$ cat src/rtl/divcfg_pkg.sv
package divcfg_pkg;
  localparam int CFG_M_W   = 9;
  localparam int CFG_N_W   = 3;
  localparam int CFG_T_W   = 2;
  localparam int CFG_M_MIN = 125;
  localparam int CFG_M_MAX = 350;
  localparam int CFG_M_RST = 200;

  typedef enum logic [1:0] {
    TST_LOW   = 2'b00,
    TST_SDATA = 2'b01,
    TST_FB    = 2'b10,
    TST_CLK   = 2'b11
  } tst_sel_e;
endpackage

$ cat src/rtl/divcfg_sync.sv
module divcfg_sync #(
  parameter int            W       = 4,
  parameter logic [W-1:0]  RST_VAL = '0
) (
  input  logic         clk,
  input  logic         rst_n,
  input  logic [W-1:0] d,
  output logic [W-1:0] q
);
  for (genvar i = 0; i < W; i++) begin : g_bit
    logic [1:0] stg_q;
    logic [1:0] stg_d;
    always_comb stg_d = {stg_q[0], d[i]};
    always_ff @(posedge clk or negedge rst_n) begin
      if (!rst_n) stg_q <= {2{RST_VAL[i]}};
      else        stg_q <= stg_d;
    end
    assign q[i] = stg_q[1];
  end
endmodule

$ cat src/rtl/divcfg_shreg.sv
module divcfg_shreg #(
  parameter int FW = 14
) (
  input  logic          clk,
  input  logic          rst_n,
  input  logic          shift_en,
  input  logic          din,
  output logic [FW-1:0] q,
  output logic [FW-1:0] q_nxt
);
  always_comb begin
    q_nxt = q;
    if (shift_en) q_nxt = {q[FW-2:0], din};
  end

  always_ff @(posedge clk or negedge rst_n) begin
    if (!rst_n)        q <= '0;
    else if (shift_en) q <= q_nxt;
  end
endmodule

$ cat src/rtl/divcfg_settings.sv
module divcfg_settings #(
  parameter int             M_W     = 9,
  parameter int             N_W     = 3,
  parameter int             T_W     = 2,
  parameter int             FW      = T_W + N_W + M_W,
  parameter logic [M_W-1:0] M_RSTV  = '0
) (
  input  logic           clk,
  input  logic           rst_n,
  input  logic           par_mode,
  input  logic           par_cap,
  input  logic           ser_upd,
  input  logic [M_W-1:0] par_m,
  input  logic [N_W-1:0] par_n,
  input  logic [FW-1:0]  frame,
  output logic [M_W-1:0] m_q,
  output logic [N_W-1:0] n_q,
  output logic [T_W-1:0] t_q
);
  logic [M_W-1:0] m_d;
  logic [N_W-1:0] n_d;
  logic [T_W-1:0] t_d;
  logic           en;

  always_comb begin
    m_d = m_q;
    n_d = n_q;
    t_d = t_q;
    en  = 1'b0;
    if (par_mode || par_cap) begin
      m_d = par_m;
      n_d = par_n;
      en  = 1'b1;
    end else if (ser_upd) begin
      m_d = frame[M_W-1:0];
      n_d = frame[M_W+N_W-1:M_W];
      t_d = frame[FW-1:FW-T_W];
      en  = 1'b1;
    end
  end

  always_ff @(posedge clk or negedge rst_n) begin
    if (!rst_n) begin
      m_q <= M_RSTV;
      n_q <= '0;
      t_q <= '0;
    end else if (en) begin
      m_q <= m_d;
      n_q <= n_d;
      t_q <= t_d;
    end
  end
endmodule

$ cat src/rtl/divcfg_testmux.sv
module divcfg_testmux
  import divcfg_pkg::*;
(
  input  logic       par_mode,
  input  logic [1:0] sel,
  input  logic       sdata,
  input  logic       fb_div,
  input  logic       clk_out,
  output logic       pin
);
  always_comb begin
    pin = 1'b0;
    if (!par_mode) begin
      case (tst_sel_e'(sel))
        TST_SDATA: pin = sdata;
        TST_FB:    pin = fb_div;
        TST_CLK:   pin = clk_out;
        default:   pin = 1'b0;
      endcase
    end
  end
endmodule

$ cat src/rtl/divcfg_port.sv
module divcfg_port
  import divcfg_pkg::*;
#(
  parameter int M_W   = CFG_M_W,
  parameter int N_W   = CFG_N_W,
  parameter int M_MIN = CFG_M_MIN,
  parameter int M_MAX = CFG_M_MAX,
  parameter int M_RST = CFG_M_RST
) (
  input  logic           clk,
  input  logic           rst_n,
  input  logic           par_load_n,
  input  logic [M_W-1:0] par_m,
  input  logic [N_W-1:0] par_n,
  input  logic           ser_clk,
  input  logic           ser_dat,
  input  logic           ser_load,
  input  logic           fb_div_in,
  input  logic           clk_out_in,
  output logic [M_W-1:0] m_val,
  output logic [N_W-1:0] n_val,
  output logic [1:0]     test_sel,
  output logic           test_pin,
  output logic           m_bad
);
  localparam int             T_W    = CFG_T_W;
  localparam int             FW     = T_W + N_W + M_W;
  localparam logic [M_W-1:0] M_LO   = M_W'(M_MIN);
  localparam logic [M_W-1:0] M_HI   = M_W'(M_MAX);
  localparam logic [M_W-1:0] M_RSTV = M_W'(M_RST);

  // synchronized pins: {par_load_n, ser_load, ser_clk, ser_dat}
  logic [3:0] raw_pins, syn_pins;
  logic       pl_s, sl_s, sc_s, sd_s;

  assign raw_pins = {par_load_n, ser_load, ser_clk, ser_dat};

  divcfg_sync #(.W(4), .RST_VAL(4'b1000)) i_sync (
    .clk   (clk),
    .rst_n (rst_n),
    .d     (raw_pins),
    .q     (syn_pins)
  );

  assign {pl_s, sl_s, sc_s, sd_s} = syn_pins;

  // previous samples for edge detection: {pl, sl, sc}
  logic [2:0] prev_q, prev_d;
  always_comb prev_d = {pl_s, sl_s, sc_s};
  always_ff @(posedge clk or negedge rst_n) begin
    if (!rst_n) prev_q <= 3'b100;
    else        prev_q <= prev_d;
  end

  logic par_mode, pl_rise, sl_rise, sc_rise, shift_en, ser_upd;
  assign par_mode = ~pl_s;
  assign pl_rise  = pl_s & ~prev_q[2];
  assign sl_rise  = sl_s & ~prev_q[1];
  assign sc_rise  = sc_s & ~prev_q[0];
  assign shift_en = pl_s & sc_rise;
  assign ser_upd  = pl_s & sl_s & (sl_rise | sc_rise);

  logic [FW-1:0] sr_q, sr_nxt;

  divcfg_shreg #(.FW(FW)) i_shreg (
    .clk      (clk),
    .rst_n    (rst_n),
    .shift_en (shift_en),
    .din      (sd_s),
    .q        (sr_q),
    .q_nxt    (sr_nxt)
  );

  logic [T_W-1:0] t_q;

  divcfg_settings #(
    .M_W    (M_W),
    .N_W    (N_W),
    .T_W    (T_W),
    .FW     (FW),
    .M_RSTV (M_RSTV)
  ) i_settings (
    .clk      (clk),
    .rst_n    (rst_n),
    .par_mode (par_mode),
    .par_cap  (pl_rise),
    .ser_upd  (ser_upd),
    .par_m    (par_m),
    .par_n    (par_n),
    .frame    (sr_nxt),
    .m_q      (m_val),
    .n_q      (n_val),
    .t_q      (t_q)
  );

  assign test_sel = t_q;

  divcfg_testmux i_tmux (
    .par_mode (par_mode),
    .sel      (t_q),
    .sdata    (sd_s),
    .fb_div   (fb_div_in),
    .clk_out  (clk_out_in),
    .pin      (test_pin)
  );

  assign m_bad = (m_val < M_LO) || (m_val > M_HI);

  logic unused_sr;
  assign unused_sr = ^sr_q;
endmodule

$ cat config.mk
export PLATFORM = sky130hd
export DESIGN_NAME = divcfg_port
export DESIGN_NICKNAME = d
export VERILOG_FILES = /design/src/rtl/divcfg_pkg.sv /design/src/rtl/divcfg_sync.sv /design/src/rtl/divcfg_shreg.sv /design/src/rtl/divcfg_settings.sv /design/src/rtl/divcfg_testmux.sv /design/src/rtl/divcfg_port.sv
export SDC_FILE = /design/constraint.sdc
export NUM_CORES = 1
export LEC_CHECK = 0
export ABC_AREA = 1
export BUFFER_PORTS_ARGS = -buffer_cell sky130_fd_sc_hd__buf_2
export CELL_PAD_IN_SITES_DETAIL_PLACEMENT = 0
export CELL_PAD_IN_SITES_GLOBAL_PLACEMENT = 2
export CORE_MARGIN = 1
export CORE_UTILIZATION = 31
export CTS_BUF_LIST = sky130_fd_sc_hd__clkbuf_8
export DETAILED_ROUTE_END_ITERATION = 10
export PLACE_DENSITY = 0.85
export SYNTH_ARGS = -nofsm -noshare
export SYNTH_HDL_FRONTEND = slang
export SYNTH_SLANG_ARGS = --single-unit
export TNS_END_PERCENT = 50
$ cat constraint.sdc
create_clock -name clk -period 1.5 [get_ports clk]
set_clock_uncertainty 0.15 [all_clocks]
set_input_delay 0.15 -clock clk [delete_from_list [all_inputs] [get_ports clk]]
set_output_delay 0.15 -clock clk [all_outputs]
set_load 0.02 [all_outputs]
Word-level counts from Yosys, hierarchy flattened
Cells that the tools add are included.
Word-level totals
  bits in registers: 39
  input port bits: 20
  output and inout port bits: 16
  logic and storage cells: 40
Cells by class
  magnitude comparators: 2
  eq/ne operators: 3
  muxes and demuxes: 9
  bitwise gates (word level): 12
  reductions and logical operators: 5
Operators with widths (number)
  2-to-1 mux 9 bit: 2
  2-to-1 mux 14 bit: 1
  > comparator 9 bit, second input constant: 1
  < comparator 9 x 7 -> 1 bit, second input constant: 1
  AND 1 bit: 6
  2-to-1 mux 3 bit: 2
  inverter 1 bit: 5
  equality test 2 bit, second input constant: 2
  2-to-1 mux 1 bit: 3
  case mux 1 bit (3 select lines): 1
  AND reduction 3 bit: 1
  equality test 2 x 1 -> 1 bit, second input constant: 1
  logical OR 1 bit: 2
  AND reduction 2 bit: 1
  nonzero test 2 bit: 1
  OR 1 bit: 1

Logic depth before layout (Yosys ltp)
  depth after elaboration: 7
  mapped depth: 8
  mapped depth without buffers: 7

Modules after synthesis
Synthesis repeated with hierarchy kept, for this count alone.
Second synthesis, totals
  cells, all modules: 205
  area total of the unflattened synthesis: 1773.0 µm²
By module, submodules not included
  divcfg_settings: times used 1, cells an instance 80, area each 698.2 µm², seq. area each 354.1 µm²
  divcfg_shreg: times used 1, cells an instance 73, area each 608.1 µm², seq. area each 350.3 µm²
  divcfg_sync: times used 1, cells an instance 12, area each 232.7 µm², seq. area each 202.7 µm²
  divcfg_port: times used 1, cells an instance 31, area each 193.9 µm², seq. area each 76.3 µm²
  divcfg_testmux: times used 1, cells an instance 9, area each 40.0 µm², seq. area each 0.0 µm²

Worst setup path before layout
No wires, ideal clock.
  path type: flip-flop to flip-flop
  start: reg i_sync.g_bit[3].stg_q[1]
  end: reg i_settings.m_q[5]
  library setup time: 122 ps
  data arrival time: 1155 ps
  required time: 1228 ps
  setup slack: 73 ps
  stages on the path, launching flop included: 8
  path buffers: 2
  clock period less this slack: 1427 ps
  cell sequence: dfstp_2 -> buf_6 -> nand3_2 -> buf_6 -> nand2_1 -> nand2_2 -> nand2_2 -> nand3_2
On the way
  word-level cells in the longest chain between the ends: 5
  elaborated cells on any way between the ends: 13
  those cells by class: mux (5); bitwise (5); reduce/logical (3)
Ends and longest elaborated chain
  from (decl): RTL line divcfg_sync.sv:11  | logic [1:0] stg_q;
  from (signal assigned): RTL line divcfg_sync.sv:15  | if (!rst_n) stg_q <= {2{RST_VAL[i]}};
  from (signal assigned): RTL line divcfg_sync.sv:16  | else stg_q <= stg_d;
  AND 1 bit (2 in series): RTL line divcfg_port.sv:61  | assign ser_upd = pl_s & sl_s & (sl_rise | sc_rise);
  2-to-1 mux 1 bit: RTL line divcfg_settings.sv:34  | end else if (ser_upd) begin
  2-to-1 mux 1 bit: RTL line divcfg_settings.sv:30  | if (par_mode || par_cap) begin
  AND reduction 2 bit (no line)
  to (signal assigned): RTL line divcfg_settings.sv:48  | m_q <= m_d;
  to (decl): RTL line divcfg_settings.sv:16  | output logic [M_W-1:0] m_q,
Parallel ways exist; a longest one is shown, timed or not. The select of a mux whose other input is x is not followed.
A chain may end at the register's enable or synchronous reset.

Final worst setup path
  start: reg i_settings.m_q[6]
  end: out m_bad
On the way
  word-level cells in the longest chain between the ends: 2
  elaborated cells on any way between the ends: 3
  those cells by class: order compare (2); reduce/logical (1)
Ends and longest elaborated chain
  < comparator 9 x 7 -> 1 bit or > comparator 9 bit (tied branches): RTL line divcfg_port.sv:107  | assign m_bad = (m_val < M_LO) || (m_val > M_HI);
  logical OR 1 bit *: RTL line divcfg_port.sv:107
  to (decl): RTL line divcfg_port.sv:24  | output logic m_bad
Every way passes the cells marked *; elsewhere a longest branch is shown, timed or not.

==> qor.yml <==
synth_area_per_cell_um2: 10.1
dp_cells: 282
run_status: "finished, violations left"
violations: "negative setup slack"
power_mw: 2.32
path_class: "reg2out"
drtIter0Drc: 62
hold_path_class: "reg2reg"
fin_ws_ns: -0.139
max_stage_delay_ns: 0.54
path_cells: "nand2_1 -> inv_1 -> o21ai_1 -> o21ai_1 -> nand3_1 -> buf_6"
yosysWarnings: 0
fp.dieH_um: 77.4
synth_nets: 195
slowest_stage: "dfstp_2"
clockRootBuffer: "clkbuf_8"
final_common_cell: "nand2_2"
cts.sinks: 39
dp_hpwl_um: 2500
ios: 36
cts_max_path_buffers: 2
die-width_um: 77.4
fin_nets: 259
synth_cell_types: 24
setup.worst_path.start_class: "flip-flop"
timing.final.crit_share_pct: 109
clock_latency_ns: 0.28
cts.clk_slew.worst_paths_ns: 0.07
worstSetupEndpointType: "output pin"
slew_viol_final: 0
vias: 1431
ys_ff_latch: 39
rows: 27
antenna_found_initial: 0
critPathRequiredTime_ns: 1.20
final-instance-count-excl-fill: 312
fill_cells: 552
leakagePower_nw: 1.21
syn_to_final_growth_pct: 39.0
cts_buffers: 5
crit_arrival_ns: 1.34
syn_inst: 175
wl_per_cell_um: 12.5
grt_overflow: 0
drv_cap: 0
rsz0062_at_grt: "true"
postRouteAntennaNets: 0
fin_hold_ws_ns: 0.201
grt_max_degree: 40
grt_pass1_wl_um: 6440
synth_top_area_cell: "dfrtp_1"
grt_use_total_pct: 13.4
power-per-cell-area_nw_per_um2: 946
max_slew_margin_pct: 67.2
syn_area_um2: 1760
port_buffers: 35
drt_pre_antenna_iters: 4
cts_htree_levels: 2
gp_routability_congestion: 0.701
ir_drop_mv: 0.655
setup_viol: 2
synth_area_leaders: "dfrtp_1, nand2_2, dfstp_2"
vias_per_cell: 4.59
tightest_slew_ns: 0.491
start_util_pct: 32.0
insertedDiodeCount: 0
seq_area_frac_synth_pct: 55.9
drt_wl_total_um: 3890
layout_min_cycle_time_ns: 1.64
fmax_mhz: 610
cpMostUsedCell: "o21ai_1"
drive_above_1_share_pct: 47.9
mostFrequentLayoutCells: "nand2_2, dfrtp_1, buf_2"
critPathMaxFanout: 3
route.detailed.drc: 0
yosys.area.top_type_share_pct: 46.9
cts_tree: "built"
die_area_um2: 5980
hold_violations: 0
grt_pass1_vias: 1402
core_area_um2: 5510
==> layout make-up <==
type / instances / area (µm²) / share of cell area (%)
well taps: 72 / 90.1 / 3.68
flip-flops and latches: 39 / 983 / 40.2
multi-input cells: 120 / 742 / 30.3
clock inverters: 3 / 12.5 / 0.511
clock buffers: 5 / 68.8 / 2.81
repair buffers: 65 / 514 / 21.0
inverters: 8 / 36.3 / 1.48
==> cell families (layout without fill, tap and decap cells) <==
family | Yosys count | count (layout) | share of synthesized area [%]
buffers and inverters | 17 | 81 | 5.61
DFF | 39 | 39 | 55.9
and+or+nand+nor | 112 | 113 | 36.4
AOI/OAI and AO/OA | 7 | 7 | 2.13
==> power breakdown <==
part / switching [mW] / total, mW / leakage (nW) / internal [mW]
Sequential: 0.0764 / 1.23 / 0.482 / 1.16
Clock: 0.349 / 0.662 / 0.0505 / 0.313
Combinational: 0.237 / 0.422 / 0.673 / 0.185
==> state kept, by name (all words and copies together), names as in the netlist <==
| name | cells |
|---|---|
| prev_q | 3 |
| i_shreg.q | 14 |
| i_settings.t_q | 2 |
| i_sync.g_bit.stg_q | 8 |
| i_settings.m_q | 9 |
| i_settings.n_q | 3 |
==> per-layer routing <==
layer	routed length, µm	share of wire [%]	global-route usage, %	vias up
met3	171	4.4	2.94	6
met2	1750	45	20.8	42
met4	40	1.0	3.40	0
li1	-	-	-	707
met5	0	0	0	-
met1	1920	50	18.9	676
==> per-stage QoR <==
step / instance area (µm²) / util (%) / setup slack (ns) / setup TNS (ns)
2_1_floorplan: 1760 / - / 0.0731 / 0
3_3_place_gp: 2040 / 37.0 / 0.0729 / 0
3_5_place_dp: 2040 / 37.0 / 0.0423 / 0
4_1_cts: 2320 / 42.1 / -0.142 / -0.234
5_1_grt: 2450 / 44.4 / -0.278 / -0.760
6_report: 2450 / 44.4 / -0.139 / -0.241
==> worst paths after layout <==
kind / from / endpoint / slack [ns] / cells past startpoint
max: i_settings.m_q[6] / m_bad / -0.14 / 6
min: i_sync.g_bit[2].stg_q[0] / i_sync.g_bit[2].stg_q[1] / 0.20 / 0
max reg2reg: i_sync.g_bit[3].stg_q[1] / i_settings.m_q[3] / 0.01 / 6
min reg2reg: i_sync.g_bit[2].stg_q[0] / i_sync.g_bit[2].stg_q[1] / 0.20 / 0
max in group asynchronous: rst_n / i_settings.m_q[3] / 0.54 / 3
min in group asynchronous: rst_n / i_sync.g_bit[2].stg_q[1] / 0.30 / 3
==> worst max-delay path: cells and delay by family, from the launching register on <==
| family | cells | cell delay [ns] |
|---|---|---|
| AND/OR/NAND/NOR | 2 | 0.14 |
| buffers and inverters | 2 | 0.20 |
| flip-flops | 1 | 0.54 |
| AO/OA/AOI/OAI | 2 | 0.17 |
==> synthesized netlist by cell type <==
library cell and number:
nand3b_1 1, dfrtp_1 33, nand3_1 20, buf_8 1, nor3_1 1, nand4_1 12, o21ai_0 3, nand3_2 9
o21ai_1 2, nand2_1 35, buf_4 1, o211ai_1 1, nor2_1 2, clkinv_1 1, clkbuf_1 1, dfstp_2 6
nand2_2 29, nand2_4 2, buf_2 4, nor2_8 1, inv_2 2, a21oi_1 1, inv_1 5, buf_6 2
==> timing repair <==
action	4_1_cts	5_1_grt
pin swaps	0	8
endpoints found under the setup margin	2	14
hold endpoints to repair	49	0
gates resized for setup	8	15
gates cloned	0	3
hold buffers	17	0
buffers inserted	1	1
(Power assumes the default switching activity.)
